<file path="config.mk">
export PLATFORM = sky130hd
export DESIGN_NAME = fetch_status_ctrl
export DESIGN_NICKNAME = d
export VERILOG_FILES = /design/src/rtl/fetch_status_pkg.sv /design/src/rtl/fetch_prio_decode.sv /design/src/rtl/fetch_cmd_mux.sv /design/src/rtl/fetch_sat_counter.sv /design/src/rtl/fetch_status_ctrl.sv
export SDC_FILE = /design/constraint.sdc
export NUM_CORES = 1
export LEC_CHECK = 0
export ABC_AREA = 1
export ABC_CLOCK_PERIOD_IN_PS = 2100
export BUFFER_PORTS_ARGS = -buffer_cell sky130_fd_sc_hd__buf_4
export CORE_UTILIZATION = 50
export DETAILED_ROUTE_END_ITERATION = 6
export PLACE_DENSITY_LB_ADDON = 0.3
export SYNTH_ARGS = -nofsm -noshare
export SYNTH_HDL_FRONTEND = slang
export SYNTH_SLANG_ARGS = --single-unit
</file>
<file path="constraint.sdc">
create_clock -name clk -period 2.1 [get_ports clk]
set_input_delay 0.315 -clock clk [delete_from_list [all_inputs] [get_ports clk]]
set_output_delay 0.315 -clock clk [all_outputs]
set_load 0.02 [all_outputs]
</file>
<file path="src/rtl/fetch_status_pkg.sv">
// Shared types for the fetch stage status controller.
// Assumes a 3-bit status code that is visible on the top-level port.
package fetch_status_pkg;

    typedef enum logic [2:0] {
        FS_IDLE      = 3'd0,
        FS_RUN       = 3'd1,
        FS_SQUASH    = 3'd2,
        FS_BLOCK     = 3'd3,
        FS_MISS      = 3'd4,
        FS_MISS_DONE = 3'd5
    } fstat_e;

    localparam int unsigned NUM_CNT    = 3;
    localparam int unsigned CNT_FETCH  = 0;
    localparam int unsigned CNT_SQUASH = 1;
    localparam int unsigned CNT_BLOCK  = 2;

endpackage

</file>
<file path="src/rtl/fetch_prio_decode.sv">
// Priority decoder: from the current status and this cycle's control inputs,
// picks the next status, the fetch and line-request strobes, which redirect
// source wins, and which counters step.
// Assumes the line request result (fault/miss) is valid in the cycle of line_req.
module fetch_prio_decode
    import fetch_status_pkg::*;
(
    input  fstat_e             cur,
    input  logic               cmt_squash,
    input  logic               cmt_rob_squashing,
    input  logic               dec_squash,
    input  logic               stall_any,
    input  logic               icache_done,
    input  logic               fetch_fault,
    input  logic               line_miss,
    output fstat_e             nxt,
    output logic               take_cmt,
    output logic               take_dec,
    output logic               dec_bp_cmd,
    output logic               fetch_en,
    output logic               line_req,
    output logic [NUM_CNT-1:0] cnt_inc
);

    // Fixed priority chain: commit squash, ROB squashing, decode squash, stalls, fetch.
    always_comb begin
        nxt        = cur;
        take_cmt   = 1'b0;
        take_dec   = 1'b0;
        dec_bp_cmd = 1'b0;
        fetch_en   = 1'b0;
        line_req   = 1'b0;
        cnt_inc    = '0;
        if (cmt_squash) begin
            take_cmt            = 1'b1;
            nxt                 = FS_SQUASH;
            cnt_inc[CNT_SQUASH] = 1'b1;
        end else if (cmt_rob_squashing) begin
            nxt                 = FS_SQUASH;
            cnt_inc[CNT_SQUASH] = 1'b1;
        end else begin
            dec_bp_cmd = dec_squash;
            if (dec_squash && (cur != FS_SQUASH)) begin
                take_dec            = 1'b1;
                nxt                 = FS_SQUASH;
                cnt_inc[CNT_SQUASH] = 1'b1;
            end else if (stall_any) begin
                nxt                = FS_BLOCK;
                cnt_inc[CNT_BLOCK] = 1'b1;
            end else if (cur == FS_BLOCK) begin
                nxt                = FS_RUN;
                cnt_inc[CNT_BLOCK] = 1'b1;
            end else if (cur == FS_MISS) begin
                nxt = icache_done ? FS_MISS_DONE : FS_MISS;
            end else begin
                fetch_en           = 1'b1;
                cnt_inc[CNT_FETCH] = 1'b1;
                if (cur == FS_MISS_DONE) begin
                    nxt = FS_RUN;
                end else begin
                    line_req = 1'b1;
                    if (fetch_fault)    nxt = FS_BLOCK;
                    else if (line_miss) nxt = FS_MISS;
                    else                nxt = FS_RUN;
                end
            end
        end
    end

endmodule

</file>
<file path="src/rtl/fetch_cmd_mux.sv">
// Command mux: forms the PC redirect, the miss cancel and the predictor
// squash/update commands from whichever source the priority decoder picked.
// Assumes take_cmt and take_dec are never both high.
module fetch_cmd_mux
    import fetch_status_pkg::*;
#(
    parameter int unsigned PC_W  = 32,
    parameter int unsigned SEQ_W = 16
) (
    input  fstat_e             cur,
    input  logic               take_cmt,
    input  logic               take_dec,
    input  logic               dec_bp_cmd,
    input  logic               cmt_squash,
    input  logic               cmt_mispredict,
    input  logic               cmt_taken,
    input  logic [SEQ_W-1:0]   cmt_seq,
    input  logic [PC_W-1:0]    cmt_next_pc,
    input  logic               dec_mispredict,
    input  logic               dec_taken,
    input  logic [SEQ_W-1:0]   dec_seq,
    input  logic [PC_W-1:0]    dec_next_pc,
    output logic               redirect_valid,
    output logic [PC_W-1:0]    redirect_pc,
    output logic               icache_cancel,
    output logic               bp_sq_valid,
    output logic [SEQ_W-1:0]   bp_sq_seq,
    output logic               bp_sq_fix,
    output logic [PC_W-1:0]    bp_sq_target,
    output logic               bp_sq_taken,
    output logic               bp_upd_valid,
    output logic [SEQ_W-1:0]   bp_upd_seq
);

    // Redirect target and cancel of an outstanding miss.
    always_comb begin
        redirect_valid = take_cmt | take_dec;
        redirect_pc    = '0;
        if (take_cmt)      redirect_pc = cmt_next_pc;
        else if (take_dec) redirect_pc = dec_next_pc;
        icache_cancel  = redirect_valid && (cur == FS_MISS);
    end

    // Predictor squash from commit or decode, update from commit.
    always_comb begin
        bp_sq_valid  = 1'b0;
        bp_sq_seq    = '0;
        bp_sq_fix    = 1'b0;
        bp_sq_target = '0;
        bp_sq_taken  = 1'b0;
        if (cmt_squash) begin
            bp_sq_valid = 1'b1;
            bp_sq_seq   = cmt_seq;
            if (cmt_mispredict) begin
                bp_sq_fix    = 1'b1;
                bp_sq_target = cmt_next_pc;
                bp_sq_taken  = cmt_taken;
            end
        end else if (dec_bp_cmd) begin
            bp_sq_valid = 1'b1;
            bp_sq_seq   = dec_seq;
            if (dec_mispredict) begin
                bp_sq_fix    = 1'b1;
                bp_sq_target = dec_next_pc;
                bp_sq_taken  = dec_taken;
            end
        end
        bp_upd_valid = !cmt_squash && (cmt_seq != '0);
        bp_upd_seq   = bp_upd_valid ? cmt_seq : '0;
    end

endmodule

</file>
<file path="src/rtl/fetch_sat_counter.sv">
// Saturating event counter: adds one per cycle while inc is high, holds at all-ones.
// Assumes synchronous active-low reset.
module fetch_sat_counter #(
    parameter int unsigned W = 32
) (
    input  logic         clk,
    input  logic         rst_n,
    input  logic         inc,
    output logic [W-1:0] count
);

    localparam logic [W-1:0] MAXV = {W{1'b1}};

    // Count step with saturation.
    always_ff @(posedge clk) begin
        if (!rst_n)                    count <= '0;
        else if (inc && count != MAXV) count <= count + 1'b1;
    end

endmodule

</file>
<file path="src/rtl/fetch_status_ctrl.sv">
// Fetch stage status controller top: holds the stage status register, and
// instantiates the priority decoder, the command mux and one saturating
// counter per event class.
// Assumes all stage control inputs are valid for the whole cycle.
module fetch_status_ctrl
    import fetch_status_pkg::*;
#(
    parameter int unsigned PC_W  = 32,
    parameter int unsigned SEQ_W = 16,
    parameter int unsigned CNT_W = 32
) (
    input  logic               clk,
    input  logic               rst_n,
    input  logic               cmt_squash,
    input  logic               cmt_mispredict,
    input  logic               cmt_taken,
    input  logic [SEQ_W-1:0]   cmt_seq,
    input  logic [PC_W-1:0]    cmt_next_pc,
    input  logic               cmt_rob_squashing,
    input  logic               cmt_stall,
    input  logic               dec_squash,
    input  logic               dec_mispredict,
    input  logic               dec_taken,
    input  logic [SEQ_W-1:0]   dec_seq,
    input  logic [PC_W-1:0]    dec_next_pc,
    input  logic               dec_stall,
    input  logic               ren_stall,
    input  logic               exe_stall,
    input  logic               icache_done,
    input  logic               fetch_fault,
    input  logic               line_miss,
    output logic [2:0]         status_o,
    output logic               fetch_en,
    output logic               line_req,
    output logic               redirect_valid,
    output logic [PC_W-1:0]    redirect_pc,
    output logic               icache_cancel,
    output logic               bp_sq_valid,
    output logic [SEQ_W-1:0]   bp_sq_seq,
    output logic               bp_sq_fix,
    output logic [PC_W-1:0]    bp_sq_target,
    output logic               bp_sq_taken,
    output logic               bp_upd_valid,
    output logic [SEQ_W-1:0]   bp_upd_seq,
    output logic [CNT_W-1:0]   fetch_cycles,
    output logic [CNT_W-1:0]   squash_cycles,
    output logic [CNT_W-1:0]   blocked_cycles
);

    fstat_e             stat_q;
    fstat_e             stat_d;
    logic               take_cmt;
    logic               take_dec;
    logic               dec_bp_cmd;
    logic               stall_any;
    logic [NUM_CNT-1:0] cnt_inc;
    logic [CNT_W-1:0]   cnt_q [NUM_CNT];

    // Any downstream stage asking fetch to hold.
    always_comb stall_any = dec_stall | ren_stall | exe_stall | cmt_stall;

    fetch_prio_decode u_prio (
        .cur               (stat_q),
        .cmt_squash        (cmt_squash),
        .cmt_rob_squashing (cmt_rob_squashing),
        .dec_squash        (dec_squash),
        .stall_any         (stall_any),
        .icache_done       (icache_done),
        .fetch_fault       (fetch_fault),
        .line_miss         (line_miss),
        .nxt               (stat_d),
        .take_cmt          (take_cmt),
        .take_dec          (take_dec),
        .dec_bp_cmd        (dec_bp_cmd),
        .fetch_en          (fetch_en),
        .line_req          (line_req),
        .cnt_inc           (cnt_inc)
    );

    fetch_cmd_mux #(.PC_W(PC_W), .SEQ_W(SEQ_W)) u_cmd (
        .cur            (stat_q),
        .take_cmt       (take_cmt),
        .take_dec       (take_dec),
        .dec_bp_cmd     (dec_bp_cmd),
        .cmt_squash     (cmt_squash),
        .cmt_mispredict (cmt_mispredict),
        .cmt_taken      (cmt_taken),
        .cmt_seq        (cmt_seq),
        .cmt_next_pc    (cmt_next_pc),
        .dec_mispredict (dec_mispredict),
        .dec_taken      (dec_taken),
        .dec_seq        (dec_seq),
        .dec_next_pc    (dec_next_pc),
        .redirect_valid (redirect_valid),
        .redirect_pc    (redirect_pc),
        .icache_cancel  (icache_cancel),
        .bp_sq_valid    (bp_sq_valid),
        .bp_sq_seq      (bp_sq_seq),
        .bp_sq_fix      (bp_sq_fix),
        .bp_sq_target   (bp_sq_target),
        .bp_sq_taken    (bp_sq_taken),
        .bp_upd_valid   (bp_upd_valid),
        .bp_upd_seq     (bp_upd_seq)
    );

    // Stage status register.
    always_ff @(posedge clk) begin
        if (!rst_n) stat_q <= FS_IDLE;
        else        stat_q <= stat_d;
    end

    // One saturating counter per event class.
    for (genvar g = 0; g < NUM_CNT; g++) begin : g_cnt
        fetch_sat_counter #(.W(CNT_W)) u_cnt (
            .clk   (clk),
            .rst_n (rst_n),
            .inc   (cnt_inc[g]),
            .count (cnt_q[g])
        );
    end

    // Port view of the state.
    always_comb begin
        status_o       = stat_q;
        fetch_cycles   = cnt_q[CNT_FETCH];
        squash_cycles  = cnt_q[CNT_SQUASH];
        blocked_cycles = cnt_q[CNT_BLOCK];
    end

endmodule

</file>
==> results.txt <==
----------------------------------------------------
[Run status]
  Result of the run ... complete, no violations

[Power and ir drop]
  Share of total power in sequential cells ... a little over two fifths
  Net switching share of the total power ... 31.0%
  Peak VDD IR ... about 0.46 mV
  Power Density ... about 420 mW/mm^2
  Int Pwr ... between 3 and 4 mW
  Switching Power ... about 1.4 mW
  Clock network power share ... a little over a third
  Total leakage power ... slightly below 5 nW
  Fraction of power consumed by combinational cells ... a little over a fifth

[Synthesis]
  Post-synthesis sequential area ratio ... approximately a quarter
  Library cell with the largest summed area after synthesis ... dfxtp_1
  Post-synthesis mux area share ... 0%
  Combinational family with the most area after synthesis ... simple AND/OR/NAND/NOR gates
  Post-Syn Area per Cell ... around 5.8 sq um
  Proportion of netlist area held by the largest area contributor ... between 20% and 30%
  Fraction of the mapped netlist area in simple logic gates ... between 40% and 50%
  #FFs+latches synth ... 99
  Commonest cells in the synthesized netlist ... nand2_1, nor2_1, inv_1
  Synthesis Warnings ... 0
  Number of synthesized flops with an enable pin ... 0
  XOR/XNOR Fraction of Synth Area ... around 4.5%
  Post-synthesis cell count ... about 1300
  Post-synthesis share of cell area spent on full adders, half adders and majority gates ... less than 1%
  FFs w/ async S/R, synth ... 0%
  Top FF cell, synth ... dfxtp_1
  Nets in the synthesized netlist ... 1444
  Fraction of the mapped netlist area in compound gates ... a little over an eighth
  Cell variety after synth ... 34
  Netlist area before placement ... roughly 0.0077 sq mm
  Cell types occupying the most area after synthesis ... dfxtp_1, nand2_1, nor2_1, inv_1, o32ai_1
  Most numerous cell in the Yosys netlist ... nand2_1

[CTS]
  TritonCTS clock tree ... yes
  Root Buffer Master ... clkbuf_16
  Clk pin slew, worst setup/hold paths ... around 0.070 ns
  Number of levels in the clock H-tree ... 3
  Number of CTS-inserted buffers ... 9
  Maximum buffer depth of the clock tree ... 2
  Clock latency on the worst-skew pair ... around 0.36 ns
  Clk sinks ... 99
  Post-CTS Setup Inserts ... 0

[Global routing]
  Wire length of the first global-routing pass ... roughly 48 mm
  Number of antenna violations at the first check in global routing ... 0
  Maximum number of pins on one net before global-route repair ... 39
  Number of global-route vias before repair ... between 8000 and 9000
  Remaining global-route overflow ... 0
  Total GRT Usage ... around 39%

[Die]
  Count of boundary I/O pins ... approximately 320
  Overall die height ... around 130 microns
  Die Footprint ... ~0.016 sq mm
  Initial core utilization ... 50.9%
  X dimension of the die ... 126 microns
  FP Rows ... 45
  Core ar. ... around 0.015 sq mm

[Finish]
  Area added between synthesis and finish ... 41.4%
  Share of post-route cells with drive strength above 1 ... 27.6%
  Fin nets ... 1774
  Post-route cell area ... ~0.011 sq mm
  N_diodes ... 0

[Timing]
  Actual transition at the worst max-transition pin ... 0.600 ns
  Final setup fails ... 0
  Final worst-path setup slack ... ~0.063 ns
  Number of max-slew violations in the final report ... 0
  Normalized max-slew margin ... between 50 and 60%
  Worst Clk Skew ... ~0.0088 ns
  Final period util ... between 90 and 100%
  Post-route minimum period ... between 2 and 2.5 ns
  Max Freq ... between 400 and 500 MHz
  Final Hold Vio Count ... 0

[Setup path]
  Setup crit end kind ... output pin
  Worst setup path category ... flop to output pin
  Maximum fanout along the worst path ... 26
  Startpoint Class ... flop
  Req. time, crit path ... roughly 1.8 ns
  Data arrival time of the critical path ... ~1.7 ns

[Flow run]
  Number of max-cap violations ... 0

[Drt]
  DRT antenna net count ... 0
  Detail-routed via count per cell ... around 5.4
  Drc violations ... 0
  Iter 0 DRT Violations ... 1137
  Wire length after detailed routing ... between 30 and 40 mm
  Average detailed-routed wire length per instance ... approximately 17 microns
  Router iterations before antenna repair ... 6
  Number of vias in the routed layout ... roughly 10000

[Place]
  Count of input and output buffers ... around 310
  Global placer's final weighted congestion ... about 0.97
  Area after detailed placement ... 0.0105 sq mm
  Post-detailed-placement half-perimeter wirelength ... approximately 25 mm
  Placement-stage worst setup slack ... 0.0200 ns

[Hold path]
  Worst hold path type ... input port to flop

----------------------------------------------------
==> critical path, cell delays in order, from the launching register on <==
cell     delay [ns]
dfxtp_1        0.36
inv_1          0.07
nand3_1        0.11
nand2_1        0.14
buf_8          0.23
o22ai_2        0.24
buf_4          0.20
==> path summary, 6_finish.rpt <==
| check | start | to | slack [ns] | cells after the start |
|---|---|---|---|---|
| worst max-delay path | status_o[2]$_SDFF_PP0_ | redirect_pc[18] | 0.06 | 6 |
| worst min-delay path | fetch_fault | status_o[1]$_SDFF_PN0_ | 0.35 | 3 |
| worst max register to register | g_cnt[1].u_cnt.count[18]$_SDFFE_PN0P_ | g_cnt[1].u_cnt.count[25]$_SDFFE_PN0P_ | 0.15 | 9 |
| worst min register to register | g_cnt[0].u_cnt.count[12]$_SDFFE_PN0P_ | g_cnt[0].u_cnt.count[12]$_SDFFE_PN0P_ | 0.53 | 2 |
==> registers in the layout, indices dropped and copies added, names as in the netlist <==
register / cells
g_cnt.u_cnt.count: 96
status_o: 3
==> power groups by stage <==
stage               clock network [mW]  logic [mW]  registers (mW)
floorplan                            0       0.440            1.96
global placement                     0       0.940            1.94
detailed placement                   0       0.949            1.94
CTS                               1.67       0.955            1.90
global route                      1.75        1.04            1.90
finish                            1.67       0.995            1.90
==> cells in the final DEF (no fill, tap or decap), types with 4 or more instances in the layout <==
master      instances
nor2_4              9
a21oi_1            48
inv_1             176
nand2_2            13
xor2_1             25
o22ai_2            14
nor4_1              4
clkinvlp_4          4
buf_4             358
a21oi_2            20
nor2_1            223
o32ai_1            32
buf_12              4
dfxtp_1            97
o21ai_0            28
nand3_1            53
nand4_1            22
nand2_1           444
clkbuf_16           9
xnor2_1            15
nand2_4             6
nor3_1             12
o22ai_1            17
==> kinds of logic after synthesis <==
kind of cell    after synthesis
simple gates                796
flops                        99
compound gates              162
buf+inv                     229
fa+ha+maj                     3
xor+xnor                     40
==> metrics by stage <==
step	TNS [ns]	total power, mW	util, %	instances	hold slack (ns)
final	0	4.57	72.0	1852	0.350
after global routing	-0.000302	4.69	72.0	1852	0.358
after CTS	-0.117	4.53	71.1	1850	0.344
after detailed placement	0	2.89	69.0	1834	0.515
after global placement	0	2.88	69.0	1834	0.502
after floorplan	0	2.40	-	1329	0.513
==> repair_timing <==
item,CTS,global route
hold buffers,0,0
pin swaps,0,0
gates resized for setup,3,28
setup endpoints to repair,6,67
cloned,0,2
==> final cells by class <==
class	instances	area, sq um
multi-input cells	1001	4880
fillers	1343	4250
repair buffers	365	2810
flip-flops and latches	99	1980
inverters	181	686
clock buffers	10	239
well taps	188	235
clock inverters	6	50.0
repair inverters	2	15.0
==> routing by layer <==
| metal | GRT usage [%] | routed length, microns |
|---|---|---|
| met5 | 0 | 0 |
| met3 | 5.48 | 2510 |
| met1 | 49.6 | 12900 |
| met4 | 21.5 | 1660 |
| met2 | 62.5 | 14600 |
Power figures use the tool's default switching activity.
